File: config.mk
export PLATFORM = sky130hd
export DESIGN_NAME = rxdma_read_port
export DESIGN_NICKNAME = d
export VERILOG_FILES = /design/src/rtl/rxdma_pkg.sv /design/src/rtl/rxdma_sync.sv /design/src/rtl/rxdma_ctrl_reg.sv /design/src/rtl/rxdma_fsm.sv /design/src/rtl/rxdma_read_port.sv
export SDC_FILE = /design/constraint.sdc
export NUM_CORES = 1
export LEC_CHECK = 0
export BUFFER_PORTS_ARGS = -buffer_cell sky130_fd_sc_hd__buf_2
export CORE_ASPECT_RATIO = 0.75
export CORE_MARGIN = 8
export CORE_UTILIZATION = 35
export DETAILED_ROUTE_END_ITERATION = 10
export PLACE_DENSITY = 0.68
export SETUP_SLACK_MARGIN = 0.05
export SLEW_MARGIN = 20
export SYNTH_ARGS = -nofsm -noshare
export SYNTH_HDL_FRONTEND = slang
export SYNTH_HIERARCHICAL = 1
export SYNTH_SLANG_ARGS = --single-unit
File: constraint.sdc
create_clock -name clk -period 3 [get_ports clk]
set_input_delay 0.15 -clock clk [delete_from_list [all_inputs] [get_ports clk]]
set_output_delay 0.15 -clock clk [all_outputs]
set_load 0.01 [all_outputs]
File: src/rtl/rxdma_pkg.sv
package rxdma_pkg;
  localparam int REG_W   = 8;
  localparam int CH_W    = 3;
  localparam int EN_BIT  = 0;
  localparam int DIR_BIT = 1;
  localparam int RST_BIT = 2;
  localparam int CH_LSB  = 4;

  typedef enum logic [1:0] {
    ST_IDLE  = 2'd0,
    ST_XFER  = 2'd1,
    ST_DRAIN = 2'd2
  } dma_state_e;
endpackage

File: src/rtl/rxdma_sync.sv
module rxdma_sync #(
  parameter int W      = 1,
  parameter int STAGES = 2
) (
  input  logic         clk,
  input  logic         rst_n,
  input  logic [W-1:0] d_async,
  output logic [W-1:0] q_sync
);
  logic [W-1:0] stage_q [STAGES];

  always_ff @(posedge clk or negedge rst_n) begin
    if (!rst_n) begin
      for (int i = 0; i < STAGES; i++) stage_q[i] <= '1;
    end else begin
      stage_q[0] <= d_async;
      for (int i = 1; i < STAGES; i++) stage_q[i] <= stage_q[i-1];
    end
  end

  assign q_sync = stage_q[STAGES-1];
endmodule

File: src/rtl/rxdma_ctrl_reg.sv
module rxdma_ctrl_reg
  import rxdma_pkg::*;
(
  input  logic             clk,
  input  logic             rst_n,
  input  logic             we,
  input  logic [REG_W-1:0] wdata,
  output logic [REG_W-1:0] rdata,
  output logic             en,
  output logic             dir_mode,
  output logic [CH_W-1:0]  chsel,
  output logic             chan_rst
);
  logic            en_q, dir_q, rst_bit_q, pulse_q;
  logic [CH_W-1:0] ch_q;
  logic            en_d, dir_d, rst_bit_d, pulse_d;
  logic [CH_W-1:0] ch_d;

  always_comb begin
    en_d      = en_q;
    dir_d     = dir_q;
    rst_bit_d = rst_bit_q;
    ch_d      = ch_q;
    pulse_d   = 1'b0;
    if (we) begin
      en_d      = wdata[EN_BIT];
      dir_d     = wdata[DIR_BIT];
      rst_bit_d = wdata[RST_BIT];
      ch_d      = wdata[CH_LSB +: CH_W];
      pulse_d   = wdata[RST_BIT] & ~rst_bit_q;
    end
  end

  always_ff @(posedge clk or negedge rst_n) begin
    if (!rst_n) begin
      en_q      <= 1'b0;
      dir_q     <= 1'b0;
      rst_bit_q <= 1'b0;
      ch_q      <= '0;
      pulse_q   <= 1'b0;
    end else begin
      en_q      <= en_d;
      dir_q     <= dir_d;
      rst_bit_q <= rst_bit_d;
      ch_q      <= ch_d;
      pulse_q   <= pulse_d;
    end
  end

  always_comb begin
    rdata                  = '0;
    rdata[EN_BIT]          = en_q;
    rdata[DIR_BIT]         = dir_q;
    rdata[RST_BIT]         = rst_bit_q;
    rdata[CH_LSB +: CH_W]  = ch_q;
  end

  assign en       = en_q;
  assign dir_mode = dir_q;
  assign chsel    = ch_q;
  assign chan_rst = pulse_q;
endmodule

File: src/rtl/rxdma_fsm.sv
module rxdma_fsm
  import rxdma_pkg::*;
(
  input  logic       clk,
  input  logic       rst_n,
  input  logic       en,
  input  logic       code_ok,
  input  logic       chan_rst,
  input  logic       msg_rdy,
  input  logic       ack_s,
  input  logic       strb_fall,
  input  logic       head_last,
  output dma_state_e state,
  output logic       pop
);
  dma_state_e state_q, state_d;

  assign pop = (state_q == ST_XFER) & en & code_ok & ~chan_rst & ~ack_s & strb_fall;

  always_comb begin
    state_d = state_q;
    unique case (state_q)
      ST_IDLE: begin
        if (chan_rst)                      state_d = ST_DRAIN;
        else if (en && code_ok && msg_rdy) state_d = ST_XFER;
      end
      ST_XFER: begin
        if (chan_rst)                state_d = ST_DRAIN;
        else if (!en || !code_ok)    state_d = ST_IDLE;
        else if (pop && head_last)   state_d = ST_DRAIN;
      end
      ST_DRAIN: begin
        if (ack_s && !chan_rst)      state_d = ST_IDLE;
      end
      default:                       state_d = ST_IDLE;
    endcase
  end

  always_ff @(posedge clk or negedge rst_n) begin
    if (!rst_n) state_q <= ST_IDLE;
    else        state_q <= state_d;
  end

  assign state = state_q;
endmodule

File: src/rtl/rxdma_read_port.sv
module rxdma_read_port
  import rxdma_pkg::*;
#(
  parameter int          NCH        = 4,
  parameter int          DATA_W     = 8,
  parameter logic [7:0]  VALID_MASK = 8'h05
) (
  input  logic                  clk,
  input  logic                  rst_n,
  input  logic                  reg_we,
  input  logic [REG_W-1:0]      reg_wdata,
  output logic [REG_W-1:0]      reg_rdata,
  output logic                  dma_req_n,
  input  logic                  dma_ack_n,
  input  logic                  rd_n,
  input  logic                  wr_n,
  output logic [DATA_W-1:0]     bus_dout,
  output logic                  bus_oe,
  input  logic [NCH*DATA_W-1:0] buf_data,
  input  logic [NCH-1:0]        buf_last,
  input  logic [NCH-1:0]        buf_msg_rdy,
  output logic [NCH-1:0]        buf_pop
);
  logic            en, dir_mode, chan_rst, code_ok;
  logic [CH_W-1:0] chsel;
  logic            ack_s, rd_s, wr_s, strb_s, strb_prev_q, strb_fall;
  logic [2:0]      pins_s;
  logic [NCH-1:0]  sel_vec;
  logic [DATA_W-1:0] head_data;
  logic            head_last, msg_rdy, pop;
  logic [DATA_W-1:0] dout_q;
  dma_state_e      state;

  rxdma_ctrl_reg u_reg (
    .clk(clk), .rst_n(rst_n), .we(reg_we), .wdata(reg_wdata), .rdata(reg_rdata),
    .en(en), .dir_mode(dir_mode), .chsel(chsel), .chan_rst(chan_rst)
  );

  rxdma_sync #(.W(3), .STAGES(2)) u_sync (
    .clk(clk), .rst_n(rst_n), .d_async({dma_ack_n, wr_n, rd_n}), .q_sync(pins_s)
  );
  assign {ack_s, wr_s, rd_s} = pins_s;

  assign strb_s = dir_mode ? wr_s : rd_s;

  always_ff @(posedge clk or negedge rst_n) begin
    if (!rst_n) strb_prev_q <= 1'b1;
    else        strb_prev_q <= strb_s;
  end
  assign strb_fall = strb_prev_q & ~strb_s;

  assign code_ok = VALID_MASK[chsel] && (int'(chsel) < NCH);

  for (genvar c = 0; c < NCH; c++) begin : g_sel
    assign sel_vec[c] = code_ok && (chsel == CH_W'(c));
    assign buf_pop[c] = pop & sel_vec[c];
  end

  always_comb begin
    head_data = '0;
    head_last = 1'b0;
    msg_rdy   = 1'b0;
    for (int c = 0; c < NCH; c++) begin
      if (sel_vec[c]) begin
        head_data = head_data | buf_data[c*DATA_W +: DATA_W];
        head_last = head_last | buf_last[c];
        msg_rdy   = msg_rdy | buf_msg_rdy[c];
      end
    end
  end

  rxdma_fsm u_fsm (
    .clk(clk), .rst_n(rst_n), .en(en), .code_ok(code_ok), .chan_rst(chan_rst),
    .msg_rdy(msg_rdy), .ack_s(ack_s), .strb_fall(strb_fall), .head_last(head_last),
    .state(state), .pop(pop)
  );

  always_ff @(posedge clk or negedge rst_n) begin
    if (!rst_n)   dout_q <= '0;
    else if (pop) dout_q <= head_data;
  end

  assign bus_dout  = dout_q;
  assign dma_req_n = (state != ST_XFER);
  assign bus_oe    = (state != ST_IDLE) & ~dma_ack_n & ~(dir_mode ? wr_n : rd_n);
endmodule

==> summary.txt, run 1 <==
CTS
  • CTS tree: yes
  • Hold buffers post-CTS: 4
  • TritonCTS buffer count: 3
  • Max Buffers Root-to-Sink: 2
  • CTS Sinks: 24
  • Clock Pin Slew Worst Setup and Hold Paths: ~0.090 ns
  • Clock latency on the worst-skew pair: approximately 0.27 ns
  • Number of gates resized after cts: 0
  • H-tree depth: 1
  • Clock root cell: clkbuf_8
  • Postcts setup bufs: 0

Drt
  • Met2 WL: between 1 and 1.5 mm
  • Met1 Wirelength: around 1.1 mm
  • Drt wl/cell: 13.89 um
  • DR top layer: met4
  • DRT iter0 DRCs: 35
  • Vias per cell: roughly 4.6
  • First drt pass iteration count: 4
  • Overall routed net length: 2.542 mm
  • ANT nets after route: 0
  • Metal3 WL: 138 um
  • Drt drc: 0
  • Total number of vias: roughly 850

Critical path
  • Critical path launch point type: flip-flop
  • Crit path required time: ~2.9 ns
  • Setup Crit Path Kind: flip-flop to output pin
  • Crit. End Element: output pin
  • Critical Path AT: ~2.4 ns
  • R2r endpoint: bus_dout[7]$_DFFE_PN0P_
  • Worst Path Max Fanout: 10
  • FF-to-FF Start: u_reg/dir_mode$_DFFE_PN0P_
  • Register-to-Register Setup Slack: 0.84 ns
  • R2r worst-path depth: 7

Logic synthesis
  • Mapped Cells: 100
  • Yosys reg bits: 24
  • Yosys cell types: 24
  • Synth warnings: 6
  • Synthesized area per cell: about 12 sq um
  • Sequential fraction of the synthesis area: between 50% and 60%
  • Synthesized area: ~1200 sq um

Timing
  • Final WS setup: 0.4674 ns
  • Crit path time final: ~2.5 ns
  • Slew margin rel.: 58.59%
  • Worst Tran Pin Value: about 0.62 ns
  • Final setup viols: 0
  • Fin Setup TNS: 0 ns
  • Fin Clk Skew: 0.01030 ns
  • Fmax: 394.9 MHz
  • Final slew viol count: 0
  • Final period utilization: between 80% and 90%
  • RSZ-0062 raised after global routing: false
  • Hold Worst Slack: about 0.11 ns
  • Count of final hold-check violations: 0

Cells and area
  • Fillers: around 320
  • Final nets: 198
  • Commonest non-fill, non-tap cell in the layout: buf_2
  • Commonest non-fill, non-tap cells in the layout: buf_2 (49), dfrtp_1 (17), mux2i_1 (10), inv_1 (9), o22ai_1 (8)
  • Final Util: around 45%
  • P&R area growth vs syn: 24.31%
  • Diode count: 0
  • Share of layout cells above drive strength 1: between 40% and 50%

Floorplan
  • DIE AREA: around 5500 sq um
  • Die Y: 66.15 um
  • Initial Util: 36.19%
  • Die W: 82.87 um
  • Num rows: 18
  • I/O Pins: 76
  • Core ar.: between 3000 and 4000 sq um

Placement
  • PortBufs: a little under 50
  • Pre-CTS setup slack: 0.7721 ns
  • Hpwl dp: ~2.0 mm
  • GP Congestion: between 0.7 and 0.8

GRT
  • Tot GR Track Use: a little under a tenth
  • First-pass GRT wire length: between 4 and 5 mm
  • Overflow after GRT: 0
  • Largest net degree at the start of global routing: 25
  • Initial antenna violation count: 0
  • Number of global-route vias before repair: around 900

Flow run
  • Max-cap viol count: 0

Power and ir drop
  • Pwr Total: between 700 and 800 uW
  • Leakage: ~0.00076 uW
  • PwrDens: about 530 nW/um^2
  • VDD IR max: approximately 330 uV

Outcome
  • Status: finished clean

Worst hold path
  • Hold Path Sink: u_reg/en$_DFFE_PN0P_
  • Hold/Removal Path Class: primary input to flip-flop
  • Hold Crit Depth: 2
  • Min-Delay Startpoint: reg_wdata[0]
## per-layer routing
metal	track usage [%]	up-vias
met3	3.448	4
met2	15.49	30
met5	0	-
met1	10.63	403
met4	3.275	0
li1	-	408
## synthesized netlist by cell type
master     count  share of area (%)
a2111oi_0      1               0.75
a21oi_1        1               0.43
and3_2         1               0.64
and3b_2        1               0.85
and4b_1        1               0.85
buf_2          1               0.43
buf_4         13                8.3
buf_6          3                2.9
conb_1         2               0.64
dfrtp_1       17                 36
dfstp_2        7                 16
inv_1          9                2.9
mux2_2         1               0.96
mux2_4         6                7.7
mux2i_1       10                8.5
nand2b_1       1               0.53
nand3_1        2               0.85
nand3b_1       1               0.64
nor2_1         7                2.2
nor2b_1        2                1.1
nor3_1         3                1.3
o21a_1         1               0.64
o22ai_1        8                4.3
or3b_1         1               0.75
## per-stage QoR
step | cells | instance area (sq um)
after floorplan | 102 | 1181
after global placement | 175 | 1348
after detailed placement | 175 | 1348
after CTS | 183 | 1459
after global routing | 183 | 1459
final | 183 | 1459
## cell families after synthesis
family          synth area share [%]
flops                          51.92
simple gates                   9.702
buf+inv                        14.50
mux                            17.16
compound gates                 6.077
other cells                   0.6399
## report_power, final
group	internal (uW)	total, uW	switching (uW)	leakage, uW
clock	178	280	101	0.0000357
sequential	350	376	26.1	0.000254
combinational	64.2	111	47.1	0.000466
## state kept, by name, summed over array words and instances, names as in the netlist, 2 cells and up
signal / flops
bus_dout: 8
u_fsm/state: 2
u_reg/chsel: 3
u_sync/q_sync: 3
u_sync/stage_q: 3
## layout make-up
cell class | count | area (sq um) | share of cell area, %
repair buffers | 54 | 292.8 | 20.07
clock buffers | 3 | 41.29 | 2.830
clock inverters | 1 | 30.03 | 2.058
inverters | 9 | 33.78 | 2.316
multi-input cells | 52 | 401.6 | 27.53
flip-flops and latches | 24 | 609.3 | 41.77
well taps | 40 | 50.05 | 3.431
## worst max-delay path, cell delays in order, from the launching register on
cell and delay [ns]:
dfrtp_1 0.43, mux2_2 0.36, nor2_1 0.16, nand3b_1 0.10
nor2_1 0.10, buf_4 0.18, or3b_1 0.52, nor2_1 0.13
buf_2 0.14
## worst max path at each step
stage	from	endpoint	slack (ns)	cells past startpoint
after floorplan	u_reg/dir_mode$_DFFE_PN0P_	buf_pop[0]	1.05	8
after global placement	u_reg/dir_mode$_DFFE_PN0P_	buf_pop[0]	0.80	8
after detailed placement	u_reg/dir_mode$_DFFE_PN0P_	buf_pop[0]	0.77	8
after CTS	u_reg/dir_mode$_DFFE_PN0P_	buf_pop[0]	0.45	8
after global routing	u_reg/dir_mode$_DFFE_PN0P_	buf_pop[0]	0.28	8
final	u_reg/dir_mode$_DFFE_PN0P_	buf_pop[0]	0.47	8
No activity file was read; power rests on OpenSTA's default activity.
==> run 2, diff against run 1 <==
Settings changed: ABC_AREA set to 1.
Clock period 3 ns to 2.5 ns, I/O delays scaled along.
==> summary.txt, run 2 <==
Critical path
  • Critical Path AT: 2.00 ns (was 2.38 ns)
  • Crit path required time: 2.38 ns (was 2.85 ns)
  • Worst-path cell chain: nand2_1 > o21ai_0 > nor2_1 > nand2_1 > nor3_1 > inv_2 > nor4_1 > buf_2 (was mux2_2 > nor2_1 > nand3b_1 > nor2_1 > buf_4 > or3b_1 > nor2_1 > buf_2)
  • CP endpoint: buf_pop[0] (unchanged)
  • Worst Path Max Fanout: 10 (unchanged)
  • CP max stage delay: 0.45 ns (was 0.52 ns)
  • Setup Crit Path Kind: flip-flop to output pin (unchanged)
  • Register-to-Register Setup Slack: 0.74 ns (was 0.84 ns)
  • Critical path launch point type: flip-flop (unchanged)
  • Crit. End Element: output pin (unchanged)
  • Slowest CP cell: dfrtp_1 (was or3b_1)
  • Worst Setup SP: u_reg/dir_mode$_DFFE_PN0P_ (unchanged)
  • FF-to-FF Start: u_reg/dir_mode$_DFFE_PN0P_ (unchanged)
  • R2r worst-path depth: 8 (was 7)
  • CP most frequent cell: nand2_1 (was nor2_1)
  • R2r endpoint: bus_dout[6]$_DFFE_PN0P_ (was bus_dout[7]$_DFFE_PN0P_)

Drt
  • Drt drc: 0 (unchanged)
  • DRT iter0 DRCs: 64 (was 35)
  • ANT nets after route: 0 (unchanged)
  • Total number of vias: 1052 (was 845)
  • Overall routed net length: 2.860 mm (was 2.542 mm)
  • Drt wl/cell: 12.49 um (was 13.89 um)
  • First drt pass iteration count: 4 (unchanged)
  • Vias per cell: 4.594 (was 4.617)

Floorplan
  • Initial Util: 36.58% (was 36.19%)
  • Die Y: 66.95 um (was 66.15 um)
  • Num rows: 18 (unchanged)
  • Core ar.: 3311 sq um (was 3243 sq um)
  • I/O Pins: 76 (unchanged)
  • DIE AREA: 5618 sq um (was 5482 sq um)
  • Die W: 83.93 um (was 82.87 um)

CTS
  • Postcts setup bufs: 0 (unchanged)
  • CTS tree: yes (unchanged)
  • TritonCTS buffer count: 3 (unchanged)
  • Hold buffers post-CTS: 4 (unchanged)
  • Max Buffers Root-to-Sink: 2 (unchanged)
  • H-tree depth: 1 (unchanged)
  • Number of gates resized after cts: 0 (unchanged)
  • Clock root cell: clkbuf_8 (unchanged)
  • Clock Pin Slew Worst Setup and Hold Paths: 0.08 ns (was 0.09 ns)
  • CTS Sinks: 24 (unchanged)
  • Clock latency on the worst-skew pair: 0.26 ns (was 0.27 ns)

Cells and area
  • P&R area growth vs syn: 23.04% (was 24.31%)
  • Share of layout cells above drive strength 1: 36.51% (was 48.95%)
  • Final nets: 244 (was 198)
  • Reg area: 609.3 sq um (unchanged)
  • Commonest non-fill, non-tap cell in the layout: buf_2 (unchanged)
  • Commonest non-fill, non-tap cells in the layout: buf_2 (49), nand2_1 (38), nand4_1 (17), dfrtp_1 (17), nand3_1 (12) (was buf_2 (49), dfrtp_1 (17), mux2i_1 (10), inv_1 (9), o22ai_1 (8))
  • Area of the multi-input gates: 436.7 sq um (was 401.6 sq um)
  • Max reg flops: 8 (unchanged)
  • Final instance area: 1490 sq um (was 1459 sq um)
  • Fillers: 330 (was 315)
  • Diode count: 0 (unchanged)

Logic synthesis
  • Mapped Cells: 145 (was 100)
  • Count leader, synth: nand2_1 (was dfrtp_1)
  • Synthesized area: 1211 sq um (was 1174 sq um)
  • Top cells by area, synth: dfrtp_1 (35%), dfstp_2 (15%), nand2_1 (12%), nand4_1 (8.8%), buf_4 (8.1%) (was dfrtp_1 (36%), dfstp_2 (16%), mux2i_1 (8.5%), buf_4 (8.3%), mux2_4 (7.7%))
  • Synthesized area per cell: 8.353 sq um (was 11.74 sq um)
  • Yosys top cell area share: 35.12% (was 36.25%)
  • Yosys cell types: 19 (was 24)
  • FFs w/ async S/R, synth: 100.0% (unchanged)
  • Commonest cells in the synthesized netlist: nand2_1 (38), dfrtp_1 (17), nand4_1 (17) (was dfrtp_1 (17), buf_4 (13), mux2i_1 (10))
  • EDFF count, synth: 0 (unchanged)
  • Sequential fraction of the synthesis area: 50.31% (was 51.92%)
  • Yosys reg bits: 24 (unchanged)
  • Synth warnings: 6 (unchanged)
  • Top_reg_cell synth: dfrtp_1 (unchanged)
  • Cell taking the most area after synthesis: dfrtp_1 (unchanged)

GRT
  • Initial antenna violation count: 0 (unchanged)
  • Tot GR Track Use: 10.34% (was 9.225%)
  • Overflow after GRT: 0 (unchanged)
  • Number of global-route vias before repair: 988 (was 898)
  • First-pass GRT wire length: 4.698 mm (was 4.215 mm)
  • Largest net degree at the start of global routing: 25 (unchanged)

Timing
  • Count of final hold-check violations: 0 (unchanged)
  • Hold Worst Slack: 0.06391 ns (was 0.1076 ns)
  • Slew margin rel.: 66.07% (was 58.59%)
  • Final WS setup: 0.3798 ns (was 0.4674 ns)
  • RSZ-0062 raised after global routing: false (unchanged)
  • Final slew viol count: 0 (unchanged)
  • Final setup viols: 0 (unchanged)
  • Fin Clk Skew: 0.01193 ns (was 0.01030 ns)
  • Crit path time final: roughly 2.1 ns
  • Final period utilization: a little over four fifths
  • Worst Tran Pin Value: 0.5089 ns (was 0.6212 ns)
  • Fin Setup TNS: 0 ns (unchanged)
  • Fmax: between 400 and 500 MHz

Placement
  • Pre-CTS setup slack: 0.6719 ns (was 0.7721 ns)
  • PortBufs: 49 (unchanged)
  • GP Congestion: 0.8458 (was 0.7454)
  • Hpwl dp: 2.263 mm (was 2.037 mm)
  • Post-DP Area: 1405 sq um (was 1348 sq um)

Power and ir drop
  • Pwr Total: 1070 uW (was 767.0 uW)
  • Leakage: 0.0007526 uW (was 0.0007557 uW)
  • VDD IR max: 315.2 uV (was 325.1 uV)
  • PwrDens: 718.1 nW/um^2 (was 525.7 nW/um^2)

Worst hold path
  • Hold/Removal Path Class: primary input to flip-flop (unchanged)

Flow run
  • Max-cap viol count: 0 (unchanged)

Outcome
  • Status: finished clean (unchanged)
[run 2: critical path: cells and delay by family (launching register included)]
| family | cells | cell delay, ns |
|---|---|---|
| DFF | 1 | 0.45 |
| AOI/OAI and AO/OA | 1 | 0.13 |
| and+or+nand+nor | 5 | 0.81 |
| buffers and inverters | 2 | 0.35 |
[run 2: cell families after synthesis]
logic type,count (synthesis),synth area share (%)
simple gates,84,32.75
flops,24,50.31
compound gates,5,2.066
buf+inv,30,14.25
other cells,2,0.6201
[run 2: power by group]
| part | total (uW) | internal (uW) | switching, uW |
|---|---|---|---|
| Sequential | 531 | 471 | 59.9 |
| Combinational | 320 | 137 | 183 |
| Clock | 219 | 113 | 106 |
| Total | 1070 | 721 | 349 |
[run 2: layer usage]
layer | share of wire, % | track usage [%] | vias to the layer above
met5 | 0 | 0 | -
met4 | 1.1 | 1.931 | 0
met3 | 7.4 | 4.750 | 4
met2 | 42 | 15.56 | 39
met1 | 49 | 13.38 | 458
li1 | - | - | 551
[run 2: metrics by stage]
stage                     std cells  util (%)
after detailed placement        221     42.44
after global routing            229     45.01
after CTS                       229     45.01
final                           229     45.01
after global placement          221     42.44
after floorplan                 147         -
[run 2: final cells by class]
type,instances,share of cell area [%]
repair buffers,55,20.15
flip-flops and latches,24,40.89
well taps,40,3.359
clock buffers,4,3.023
inverters,13,3.275
multi-input cells,93,29.30
[run 2: worst min-delay path by stage]
stage	slack (ns)	start	cells after the start	to
2_1_floorplan	-0.17	rst_n	0	bus_dout[0]$_DFFE_PN0P_
3_3_place_gp	0.12	rst_n	1	bus_dout[4]$_DFFE_PN0P_
3_5_place_dp	0.13	rst_n	1	bus_dout[4]$_DFFE_PN0P_
4_1_cts	0.05	reg_wdata[4]	3	u_reg/chsel[0]$_DFFE_PN0P_
5_1_grt	0.06	reg_wdata[1]	3	u_reg/dir_mode$_DFFE_PN0P_
6_report	0.06	reg_wdata[4]	3	u_reg/chsel[0]$_DFFE_PN0P_
==> run 3, diff against run 2 <==
Settings changed: ABC_AREA 1 to 0.
Clock period 2.5 ns to 2.2 ns, I/O delays scaled along.
==> summary.txt, run 3 (synthesized netlist as in run 1, its figures left out) <==
Placement
  • DP Cell Count: 177 (was 221)
  • PortBufs: 49 (unchanged)
  • Hpwl dp: 2.148 mm (was 2.263 mm)
  • GP Congestion: 0.7188 (was 0.8458)
  • Post-DP Area: 1363 sq um (was 1405 sq um)

Cells and area
  • Diode count: 0 (unchanged)
  • Area of the multi-input gates: 417.9 sq um (was 436.7 sq um)
  • Reg area: 609.3 sq um (unchanged)
  • Final instance area: 1505 sq um (was 1490 sq um)
  • Fillers: 309 (was 330)
  • Final cell count without fillers: 187 (was 229)
  • P&R area growth vs syn: 28.25% (was 23.04%)
  • Final nets: 202 (was 244)
  • Max reg flops: 8 (unchanged)
  • Commonest non-fill, non-tap cells in the layout: buf_2 (49), dfrtp_1 (17), mux2i_1 (10), inv_1 (9), o22ai_1 (8) (was buf_2 (49), nand2_1 (38), nand4_1 (17), dfrtp_1 (17), nand3_1 (12))
  • Commonest non-fill, non-tap cell in the layout: buf_2 (unchanged)
  • Share of layout cells above drive strength 1: 52.38% (was 36.51%)

Floorplan
  • Num rows: 18 (unchanged)
  • Die Y: 66.15 um (was 66.95 um)
  • Initial Util: 36.19% (was 36.58%)
  • Die W: 82.87 um (was 83.93 um)
  • DIE AREA: 5482 sq um (was 5618 sq um)
  • I/O Pins: 76 (unchanged)
  • Core ar.: 3243 sq um (was 3311 sq um)

Critical path
  • Slowest CP cell: dfrtp_1 (unchanged)
  • Worst Path Max Fanout: 2 (was 10)
  • Critical path launch point type: flip-flop (unchanged)
  • CP top delay family: simple AND/OR/NAND/NOR gates (unchanged)
  • Crit. End Element: output pin (unchanged)
  • Critical Path AT: 1.93 ns (was 2.00 ns)
  • Setup Crit Path Kind: flip-flop to output pin (unchanged)
  • Worst Path Buf+Inv: 1 (was 2)
  • CP max stage delay: 0.42 ns (was 0.45 ns)
  • Crit path required time: 2.09 ns (was 2.38 ns)
  • Worst-path cell chain: mux2_4 > nor2_4 > nand3b_1 > nor2_2 > or3b_4 > nor2_1 > buf_2 (was nand2_1 > o21ai_0 > nor2_1 > nand2_1 > nor3_1 > inv_2 > nor4_1 > buf_2)

Timing
  • Fin Setup TNS: 0 ns (unchanged)
  • Final period utilization: just over 90%
  • Hold Worst Slack: 0.06629 ns (was 0.06391 ns)
  • Final setup viols: 0 (unchanged)
  • Count of final hold-check violations: 0 (unchanged)
  • Fmax: around 490 MHz
  • Crit path time final: 2.044 ns
  • RSZ-0062 raised after global routing: false (unchanged)
  • Fin Clk Skew: 0.008371 ns (was 0.01193 ns)
  • Slew margin rel.: 66.36% (was 66.07%)
  • Worst Tran Pin Value: 0.5046 ns (was 0.5089 ns)
  • Final slew viol count: 0 (unchanged)

CTS
  • Clock latency on the worst-skew pair: 0.27 ns (was 0.26 ns)
  • H-tree depth: 1 (unchanged)
  • CTS Sinks: 24 (unchanged)
  • CTS tree: yes (unchanged)
  • Clock root cell: clkbuf_8 (unchanged)
  • Max Buffers Root-to-Sink: 2 (unchanged)
  • Clock Pin Slew Worst Setup and Hold Paths: 0.09 ns (was 0.08 ns)
  • TritonCTS buffer count: 3 (unchanged)

GRT
  • Overflow after GRT: 0 (unchanged)
  • Grt met3 use: 2.709% (was 4.750%)
  • Number of global-route vias before repair: 982 (was 988)
  • GRT met2 Usage: 17.72% (was 15.56%)
  • Largest net degree at the start of global routing: 25 (unchanged)
  • M1 GR Usage: 10.33% (was 13.38%)
  • Initial antenna violation count: 0 (unchanged)
  • Busiest layer in global routing: met2 (unchanged)
  • First-pass GRT wire length: 4.374 mm (was 4.698 mm)
  • Tot GR Track Use: 9.481% (was 10.34%)

Drt
  • DRT iter0 DRCs: 17 (was 64)
  • Drt drc: 0 (unchanged)
  • Drt wl/cell: 14.50 um (was 12.49 um)
  • First drt pass iteration count: 4 (unchanged)
  • Overall routed net length: 2.711 mm (was 2.860 mm)
  • Total number of vias: 863 (was 1052)
  • ANT nets after route: 0 (unchanged)
  • Vias per cell: 4.615 (was 4.594)

Worst hold path
  • Hold/Removal Path Class: primary input to flip-flop (unchanged)

Flow run
  • Max-cap viol count: 0 (unchanged)

Power and ir drop
  • VDD IR max: 439.1 uV (was 315.2 uV)
  • Leakage: 0.0007808 uW (was 0.0007526 uW)
  • PwrDens: 703.4 nW/um^2 (was 718.1 nW/um^2)

Outcome
  • Status: finished clean (unchanged)
## run 3: cell count changes in the layout (fill, tap and decap cells not counted), sizes merged, moves of 3 or more
cell   previous run  this run
mux2              0         7
nor2             11         7
mux2i             0        10
buf              51        54
nand2            39         0
o22ai             0         8
inv              13         9
nand3            12         2
o21ai             5         0
nand4            17         0
## run 3: layout make-up
type                       count  share of cell area, %
multi-input combinational     52                  27.76
sequential                    24                  40.48
inverter                       9                  2.244
clock inverter                 1                  1.995
clock buffer                   3                  2.743
tap                           40                  3.325
timing repair buffer          58                  21.45
## run 3: metal layers
layer | share of wire, % | vias up | routed length (um)
li1 | - | 414 | -
met1 | 42 | 423 | 1142
met2 | 53 | 24 | 1436
met3 | 3.9 | 2 | 107
met4 | 0.89 | 0 | 24
met5 | 0 | - | 0
## run 3: per-stage QoR
stage | total power [uW] | utilization [%] | setup WS, ns
detailed placement | 674.3 | 42.01 | 0.1741
CTS | 1067 | 45.99 | 0.06140
finish | 1059 | 46.41 | 0.1558
global placement | 665.7 | 42.01 | 0.2350
floorplan | 626.1 | - | 0.2948
global route | 1115 | 46.41 | 0.05552
## run 3: path summary, 6_finish.rpt
check / from / endpoint / slack [ns] / depth (start not counted)
max: u_reg/dir_mode$_DFFE_PN0P_ / buf_pop[0] / 0.16 / 7
max reg2reg: u_reg/dir_mode$_DFFE_PN0P_ / bus_dout[7]$_DFFE_PN0P_ / 0.21 / 8
max in group asynchronous: rst_n / u_sync/stage_q[4]$_DFF_PN1_ / 1.48 / 2
min in group asynchronous: rst_n / bus_dout[5]$_DFFE_PN0P_ / 0.35 / 2
min reg2reg: u_sync/stage_q[4]$_DFF_PN1_ / u_sync/q_sync[1]$_DFF_PN1_ / 0.36 / 0
min: reg_wdata[4] / u_reg/chsel[0]$_DFFE_PN0P_ / 0.07 / 2
## run 3: repair_timing
| item | CTS | global route |
|---|---|---|
| gates resized for setup | 1 | 4 |
| endpoints found under the hold margin | 20 | 0 |
| pin swaps | 1 | 1 |
| setup buffers | 2 | 0 |
| hold buffers | 4 | 0 |
| setup endpoints to repair | 1 | 6 |
## run 3: power breakdown
part           total, uW  switching (uW)  internal, uW
registers            505            27.8           477
clock network        380             136           243
logic                174            79.9          94.2
total               1060             244           815
## run 3: worst reg2reg max path, stage by stage (launching register included)
cell and delay [ns]:
dfrtp_1 0.42, mux2_4 0.33, nor2_4 0.09, nand3b_1 0.10, nor2_2 0.11, or3b_4 0.40
buf_4 0.16, buf_4 0.15, o22ai_1 0.15
